### src/rtl/hsp_pkg.sv
package hsp_pkg;
  typedef enum logic {DIR_IN = 1'b0, DIR_OUT = 1'b1} dir_e;
  typedef enum logic {RX_IDLE = 1'b0, RX_HELD = 1'b1} rx_state_e;
  typedef enum logic [1:0] {
    TX_IDLE   = 2'd0,
    TX_SETUP  = 2'd1,
    TX_WAIT_A = 2'd2,
    TX_WAIT_R = 2'd3
  } tx_state_e;
endpackage

### src/rtl/hsp_sync.sv
module hsp_sync #(
  parameter int WIDTH = 1,
  parameter logic [WIDTH-1:0] RESET_VAL = '1
) (
  input  logic             clk,
  input  logic             rst,
  input  logic [WIDTH-1:0] d,
  output logic [WIDTH-1:0] q
);
  genvar b;
  generate
    for (b = 0; b < WIDTH; b++) begin : g_bit
      logic stage1, stage2;
      always_ff @(posedge clk) begin
        if (rst) begin
          stage1 <= RESET_VAL[b];
          stage2 <= RESET_VAL[b];
        end else begin
          stage1 <= d[b];
          stage2 <= stage1;
        end
      end
      assign q[b] = stage2;
    end
  endgenerate
endmodule

### src/rtl/hsp_rx.sv
module hsp_rx
  import hsp_pkg::*;
#(
  parameter int WIDTH = 8
) (
  input  logic             clk,
  input  logic             rst,
  input  logic             en,
  input  logic             dav_n_s,
  input  logic [WIDTH-1:0] pin_data,
  input  logic             rd_ack,
  output logic             rd_valid,
  output logic [WIDTH-1:0] rd_data,
  output logic             rdy_out,
  output logic             idle
);
  rx_state_e state;

  always_ff @(posedge clk) begin
    if (rst) begin
      state    <= RX_IDLE;
      rd_valid <= 1'b0;
      rd_data  <= '0;
      rdy_out  <= 1'b1;
    end else begin
      unique case (state)
        RX_IDLE: begin
          if (en && !dav_n_s) begin
            rd_data  <= pin_data;
            rd_valid <= 1'b1;
            rdy_out  <= 1'b0;
            state    <= RX_HELD;
          end
        end
        RX_HELD: begin
          if (rd_ack && rd_valid) rd_valid <= 1'b0;
          if (!rd_valid && dav_n_s) begin
            rdy_out <= 1'b1;
            state   <= RX_IDLE;
          end
        end
        default: state <= RX_IDLE;
      endcase
    end
  end

  assign idle = (state == RX_IDLE) && dav_n_s;
endmodule

### src/rtl/hsp_tx.sv
module hsp_tx
  import hsp_pkg::*;
#(
  parameter int WIDTH        = 8,
  parameter int SETUP_CYCLES = 2
) (
  input  logic             clk,
  input  logic             rst,
  input  logic             en,
  input  logic             rdy_s,
  input  logic             wr_valid,
  input  logic [WIDTH-1:0] wr_data,
  output logic             wr_ack,
  output logic [WIDTH-1:0] data_out,
  output logic             dav_n_out,
  output logic             idle
);
  localparam int EFF_SETUP = (SETUP_CYCLES < 1) ? 1 : SETUP_CYCLES;
  localparam int CW        = (EFF_SETUP < 2) ? 1 : $clog2(EFF_SETUP);
  localparam logic [CW-1:0] LAST = CW'(EFF_SETUP - 1);

  tx_state_e     state;
  logic [CW-1:0] cnt;

  always_ff @(posedge clk) begin
    if (rst) begin
      state     <= TX_IDLE;
      cnt       <= '0;
      wr_ack    <= 1'b0;
      data_out  <= '0;
      dav_n_out <= 1'b1;
    end else begin
      wr_ack <= 1'b0;
      unique case (state)
        TX_IDLE: begin
          if (en && wr_valid) begin
            data_out <= wr_data;
            wr_ack   <= 1'b1;
            cnt      <= '0;
            state    <= TX_SETUP;
          end
        end
        TX_SETUP: begin
          if (cnt == LAST) begin
            dav_n_out <= 1'b0;
            state     <= TX_WAIT_A;
          end else begin
            cnt <= cnt + 1'b1;
          end
        end
        TX_WAIT_A: begin
          if (!rdy_s) begin
            dav_n_out <= 1'b1;
            state     <= TX_WAIT_R;
          end
        end
        TX_WAIT_R: begin
          if (rdy_s) state <= TX_IDLE;
        end
        default: state <= TX_IDLE;
      endcase
    end
  end

  assign idle = (state == TX_IDLE);
endmodule

### src/rtl/hsp_dir.sv
module hsp_dir
  import hsp_pkg::*;
(
  input  logic clk,
  input  logic rst,
  input  logic req,
  input  logic rx_idle,
  input  logic tx_idle,
  input  logic wr_valid,
  output logic dir_q,
  output logic data_oe,
  output logic dav_oe,
  output logic rdy_oe
);
  logic dir_nxt;
  logic may_switch;

  always_comb begin
    may_switch = rx_idle && tx_idle && !((dir_q == DIR_OUT) && wr_valid);
    dir_nxt    = (may_switch && (req != dir_q)) ? req : dir_q;
  end

  always_ff @(posedge clk) begin
    if (rst) begin
      dir_q   <= DIR_IN;
      data_oe <= 1'b0;
      dav_oe  <= 1'b0;
      rdy_oe  <= 1'b1;
    end else begin
      dir_q   <= dir_nxt;
      data_oe <= (dir_nxt == DIR_OUT);
      dav_oe  <= (dir_nxt == DIR_OUT);
      rdy_oe  <= (dir_nxt == DIR_IN);
    end
  end
endmodule

### src/rtl/strobe_port.sv
module strobe_port
  import hsp_pkg::*;
#(
  parameter int WIDTH        = 8,
  parameter int SETUP_CYCLES = 2
) (
  input  logic             clk,
  input  logic             rst,
  input  logic             dir_req,
  output logic             dir_out,
  input  logic             cpu_wr_valid,
  input  logic [WIDTH-1:0] cpu_wr_data,
  output logic             cpu_wr_ack,
  output logic             cpu_rd_valid,
  output logic [WIDTH-1:0] cpu_rd_data,
  input  logic             cpu_rd_ack,
  input  logic [WIDTH-1:0] pin_data_in,
  output logic [WIDTH-1:0] pin_data_out,
  output logic             pin_data_oe,
  input  logic             dav_n_in,
  output logic             dav_n_out,
  output logic             dav_oe,
  input  logic             rdy_in,
  output logic             rdy_out,
  output logic             rdy_oe
);
  logic [1:0] ctl_raw, ctl_s;
  logic       dav_n_s, rdy_s;
  logic       rx_idle, tx_idle;
  logic       dir_q;

  assign ctl_raw = {rdy_in, dav_n_in};

  hsp_sync #(.WIDTH(2), .RESET_VAL(2'b11)) u_sync (
    .clk(clk), .rst(rst), .d(ctl_raw), .q(ctl_s)
  );
  assign dav_n_s = ctl_s[0];
  assign rdy_s   = ctl_s[1];

  hsp_rx #(.WIDTH(WIDTH)) u_rx (
    .clk(clk), .rst(rst), .en(dir_q == DIR_IN),
    .dav_n_s(dav_n_s), .pin_data(pin_data_in), .rd_ack(cpu_rd_ack),
    .rd_valid(cpu_rd_valid), .rd_data(cpu_rd_data),
    .rdy_out(rdy_out), .idle(rx_idle)
  );

  hsp_tx #(.WIDTH(WIDTH), .SETUP_CYCLES(SETUP_CYCLES)) u_tx (
    .clk(clk), .rst(rst), .en(dir_q == DIR_OUT),
    .rdy_s(rdy_s), .wr_valid(cpu_wr_valid), .wr_data(cpu_wr_data),
    .wr_ack(cpu_wr_ack), .data_out(pin_data_out),
    .dav_n_out(dav_n_out), .idle(tx_idle)
  );

  hsp_dir u_dir (
    .clk(clk), .rst(rst), .req(dir_req),
    .rx_idle(rx_idle), .tx_idle(tx_idle), .wr_valid(cpu_wr_valid),
    .dir_q(dir_q), .data_oe(pin_data_oe), .dav_oe(dav_oe), .rdy_oe(rdy_oe)
  );

  assign dir_out = dir_q;
endmodule

### config.mk
export PLATFORM = sky130hd
export DESIGN_NAME = strobe_port
export DESIGN_NICKNAME = d
export VERILOG_FILES = /design/src/rtl/hsp_pkg.sv /design/src/rtl/hsp_sync.sv /design/src/rtl/hsp_rx.sv /design/src/rtl/hsp_tx.sv /design/src/rtl/hsp_dir.sv /design/src/rtl/strobe_port.sv
export SDC_FILE = /design/constraint.sdc
export NUM_CORES = 1
export LEC_CHECK = 0
export ABC_AREA = 1
export BUFFER_PORTS_ARGS = -buffer_cell sky130_fd_sc_hd__clkbuf_2
export CORE_AREA = 4 4 55 57
export CTS_BUF_LIST = sky130_fd_sc_hd__clkbuf_8
export DETAILED_ROUTE_END_ITERATION = 8
export DIE_AREA = 0 0 59 61
export PLACE_DENSITY = 0.83
export RECOVER_POWER = 50
export SYNTH_ARGS = -nofsm -noshare
export SYNTH_HDL_FRONTEND = slang
export SYNTH_SLANG_ARGS = --single-unit
### constraint.sdc
create_clock -name clk -period 1.9 [get_ports clk]
set_clock_uncertainty 0.2 [all_clocks]
set_input_delay 0.095 -clock clk [delete_from_list [all_inputs] [get_ports clk]]
set_output_delay 0.095 -clock clk [all_outputs]
set_load 0.02 [all_outputs]
==> results.cfg <==
[place]
io_buffers = 46
dp.cells = 216
gp_congestion = 0.837
dpl_cell_area_sq_um = 1430
dpl.hpwl_um = 1780

[timing]
finalCritPeriodShare_pct = 87.3
tightest_slew_ns = 0.492
rsz0062_at_grt = no
tns_ns = 0
hold_viol_final = 0
period_needed_ns = 1.66
drv_slew = 0
max_slew_margin_pct = 67.1
setup_viol = 0
hold_ws_ns = 0.0254
max_freq_mhz = 603

[worst_setup_path]
worstSetupStartpointType = flip-flop
cp_slowest_stage_delay_ns = 0.42
crit_chain = inv_2 -> nand3_1 -> inv_1 -> nor2_1 -> nor2_1
cp_data_required_time_ns = 1.87
worstPathArrival_ns = 1.63
worstPathMaxFanout = 12
critPathKind = flip-flop to flip-flop
reg2reg_depth = 5
r2r_slack_ns = 0.24
crit_top_cell = nor2_1
cpMaxStageDelayCell = dfxtp_1
crit_path_end_kind = flip-flop

[die]
num_rows = 18
die_h_um = 61
dieArea_sq_um = 3600
core_sq_um = 2480
start_util_pct = 48.6
die_x_um = 59
ios = 47

[cts]
path_clk_slew_ns = 0.06
ctsResizeCount = 0
clockBufferDepth = 2
hold_buffers = 20
numCtsBuffers = 5
h-tree-depth = 2
cts_sinks = 30
cts_tree = done
root_buffer = clkbuf_8
clk_latency_ns = 0.28
postCtsSetupBuffers = 0

[logic_synthesis]
synth-async-reset-ratio_pct = 0
yosysTopAreaCell = dfxtp_1
yosysWarnings = 0
syn_inst = 146
seq_area_frac_synth_pct = 49.8
synth_seq_cells = 30
synth-main-ff-cell = dfxtp_1
avgSynthCellArea_sq_um = 8.25
ys_types = 21
yosys.area.top_type_share_pct = 49.8
syn_area_sq_um = 1200
synth_nets = 174
synth_edf_count = 0
synth_commonest_cells = dfxtp_1, nand2_1, nor2_1, a21oi_1, nand3_1
yosysMostFrequentCell = dfxtp_1
yosys-top-cells-area = dfxtp_1, nand2_1, nor2_1

[pwr]
cellPowerDensity_nw_per_um2 = 1200
power.share.clock_pct = 25.4
peakVddDrop_mv = 0.733
p_seq_share_pct = 38.8
p_int_uw = 1260
power_frac_comb_pct = 35.8
p_leak_uw = 0.000755
p_switching_uw = 763
p_sw_share_pct = 37.7

[layout]
fin_area_sq_um = 1680
layout.nets = 241
antenna_cells = 0
drive_gt1_share_pct = 22.9
fin_cells = 244
area_growth_pct = 39.8
fillers = 209

[detailed_routing]
wl_per_cell_um = 12.4
drtIter0Drc = 64
drc = 0
vias_per_cell = 4.71
drt_first_pass_iters = 4
drtAntennaViolNets = 0
routed_wirelength_um = 3010
vias = 1150

[grt]
antenna_found_initial = 0
grt.overflow.total = 0
grt_pass1_vias = 1172
grt_max_degree = 18
grt_pass1_wl_um = 4970
groute.usage.overall_pct = 18.7

[flow_run]
cap_violations = 0

[hold_path]
whs_path_depth = 5
timing.hold.worst.class = input port to flip-flop

[run_status]
outcome = finished, final reports clean
-- cell usage in the layout, fill, tap and decap left out --
cell and instances:
a21oi_1 10, nand3_1 10, clkbuf_2 24, dlygate4sd3_1 20, clkinv_2 1, a211oi_2 1, nand3_2 1, ha_1 5
clkbuf_1 22, inv_2 7, nand2_1 26, nand2_2 2, dfxtp_1 30, inv_1 8, a22oi_1 1, clkbuf_8 6
nor2_1 24, nand2_4 2, nand3b_1 1, o21ai_0 1, or2_2 4, nor2_4 1, o21ai_1 7
-- worst max-delay path: cells and delay by family (launching register included) --
family        cells  cell delay (ns)
simple gates      3             0.60
flops             1             0.42
buf+inv           2             0.32
-- kinds of logic (layout without fill, tap and decap cells) --
logic type	count (synthesis)	in the layout	share of synthesized area [%]
simple gates	71	71	27.5
compound gates	20	20	9.14
buf+inv	20	88	8.31
fa+ha+maj	5	5	5.19
flops	30	30	49.8
-- power groups by stage --
stage | logic, uW | registers [uW] | clock network, uW
after floorplan | 507 | 864 | 0
after global placement | 694 | 790 | 0
after detailed placement | 698 | 797 | 0
after CTS | 738 | 784 | 528
after global routing | 812 | 796 | 556
final | 725 | 784 | 513
-- path summary, 6_finish.rpt --
| kind | startpoint | end |
|---|---|---|
| worst max-delay path | flip-flop | u_rx.rd_data[6]$_SDFFE_PP0P_ |
| worst min-delay path | cpu_wr_valid | u_tx.cnt$_SDFFE_PP0P_ |
| worst max register to register | flip-flop | u_rx.rd_data[6]$_SDFFE_PP0P_ |
| worst min register to register | u_sync.g_bit[1].stage1$_SDFF_PP1_ | u_sync.g_bit[1].stage2$_SDFF_PP1_ |
-- cell type report --
class	count	area [sq um]	area share (%)
sequential	30	601	35.7
inverter	14	52.6	3.12
clock buffer	6	82.6	4.90
multi-input combinational	96	499	29.6
clock inverter	2	8.76	0.520
tap	30	37.5	2.23
timing repair buffer	66	403	23.9
-- sequential cells by signal (all words and copies together) (netlist names), named ones only --
signal	count
u_rx.rd_valid	1
u_tx.data_out	8
u_rx.rd_data	8
u_sync.g_bit.stage2	2
u_rx.state	1
u_tx.state	2
u_sync.g_bit.stage1	2
u_tx.cnt	1
u_dir.rdy_oe	1
u_tx.wr_ack	1
u_tx.dav_n_out	1
u_rx.rdy_out	1
-- routing by layer --
layer | share of wire [%] | wire length [um] | track usage [%]
met3 | 6.0 | 182 | 4.68
met4 | 2.8 | 83 | 10.7
met2 | 52 | 1580 | 35.0
met1 | 39 | 1170 | 18.9
met5 | 0 | 0 | 0
-- through the flow --
step           utilization [%]  power (uW)  setup slack [ns]
2_1_floorplan                -        1370             0.471
3_3_place_gp              57.5        1480             0.346
3_5_place_dp              57.5        1490             0.287
4_1_cts                   69.3        2050             0.257
5_1_grt                   68.0        2160             0.110
6_report                  68.0        2020             0.241
(Power assumes the default switching activity.)
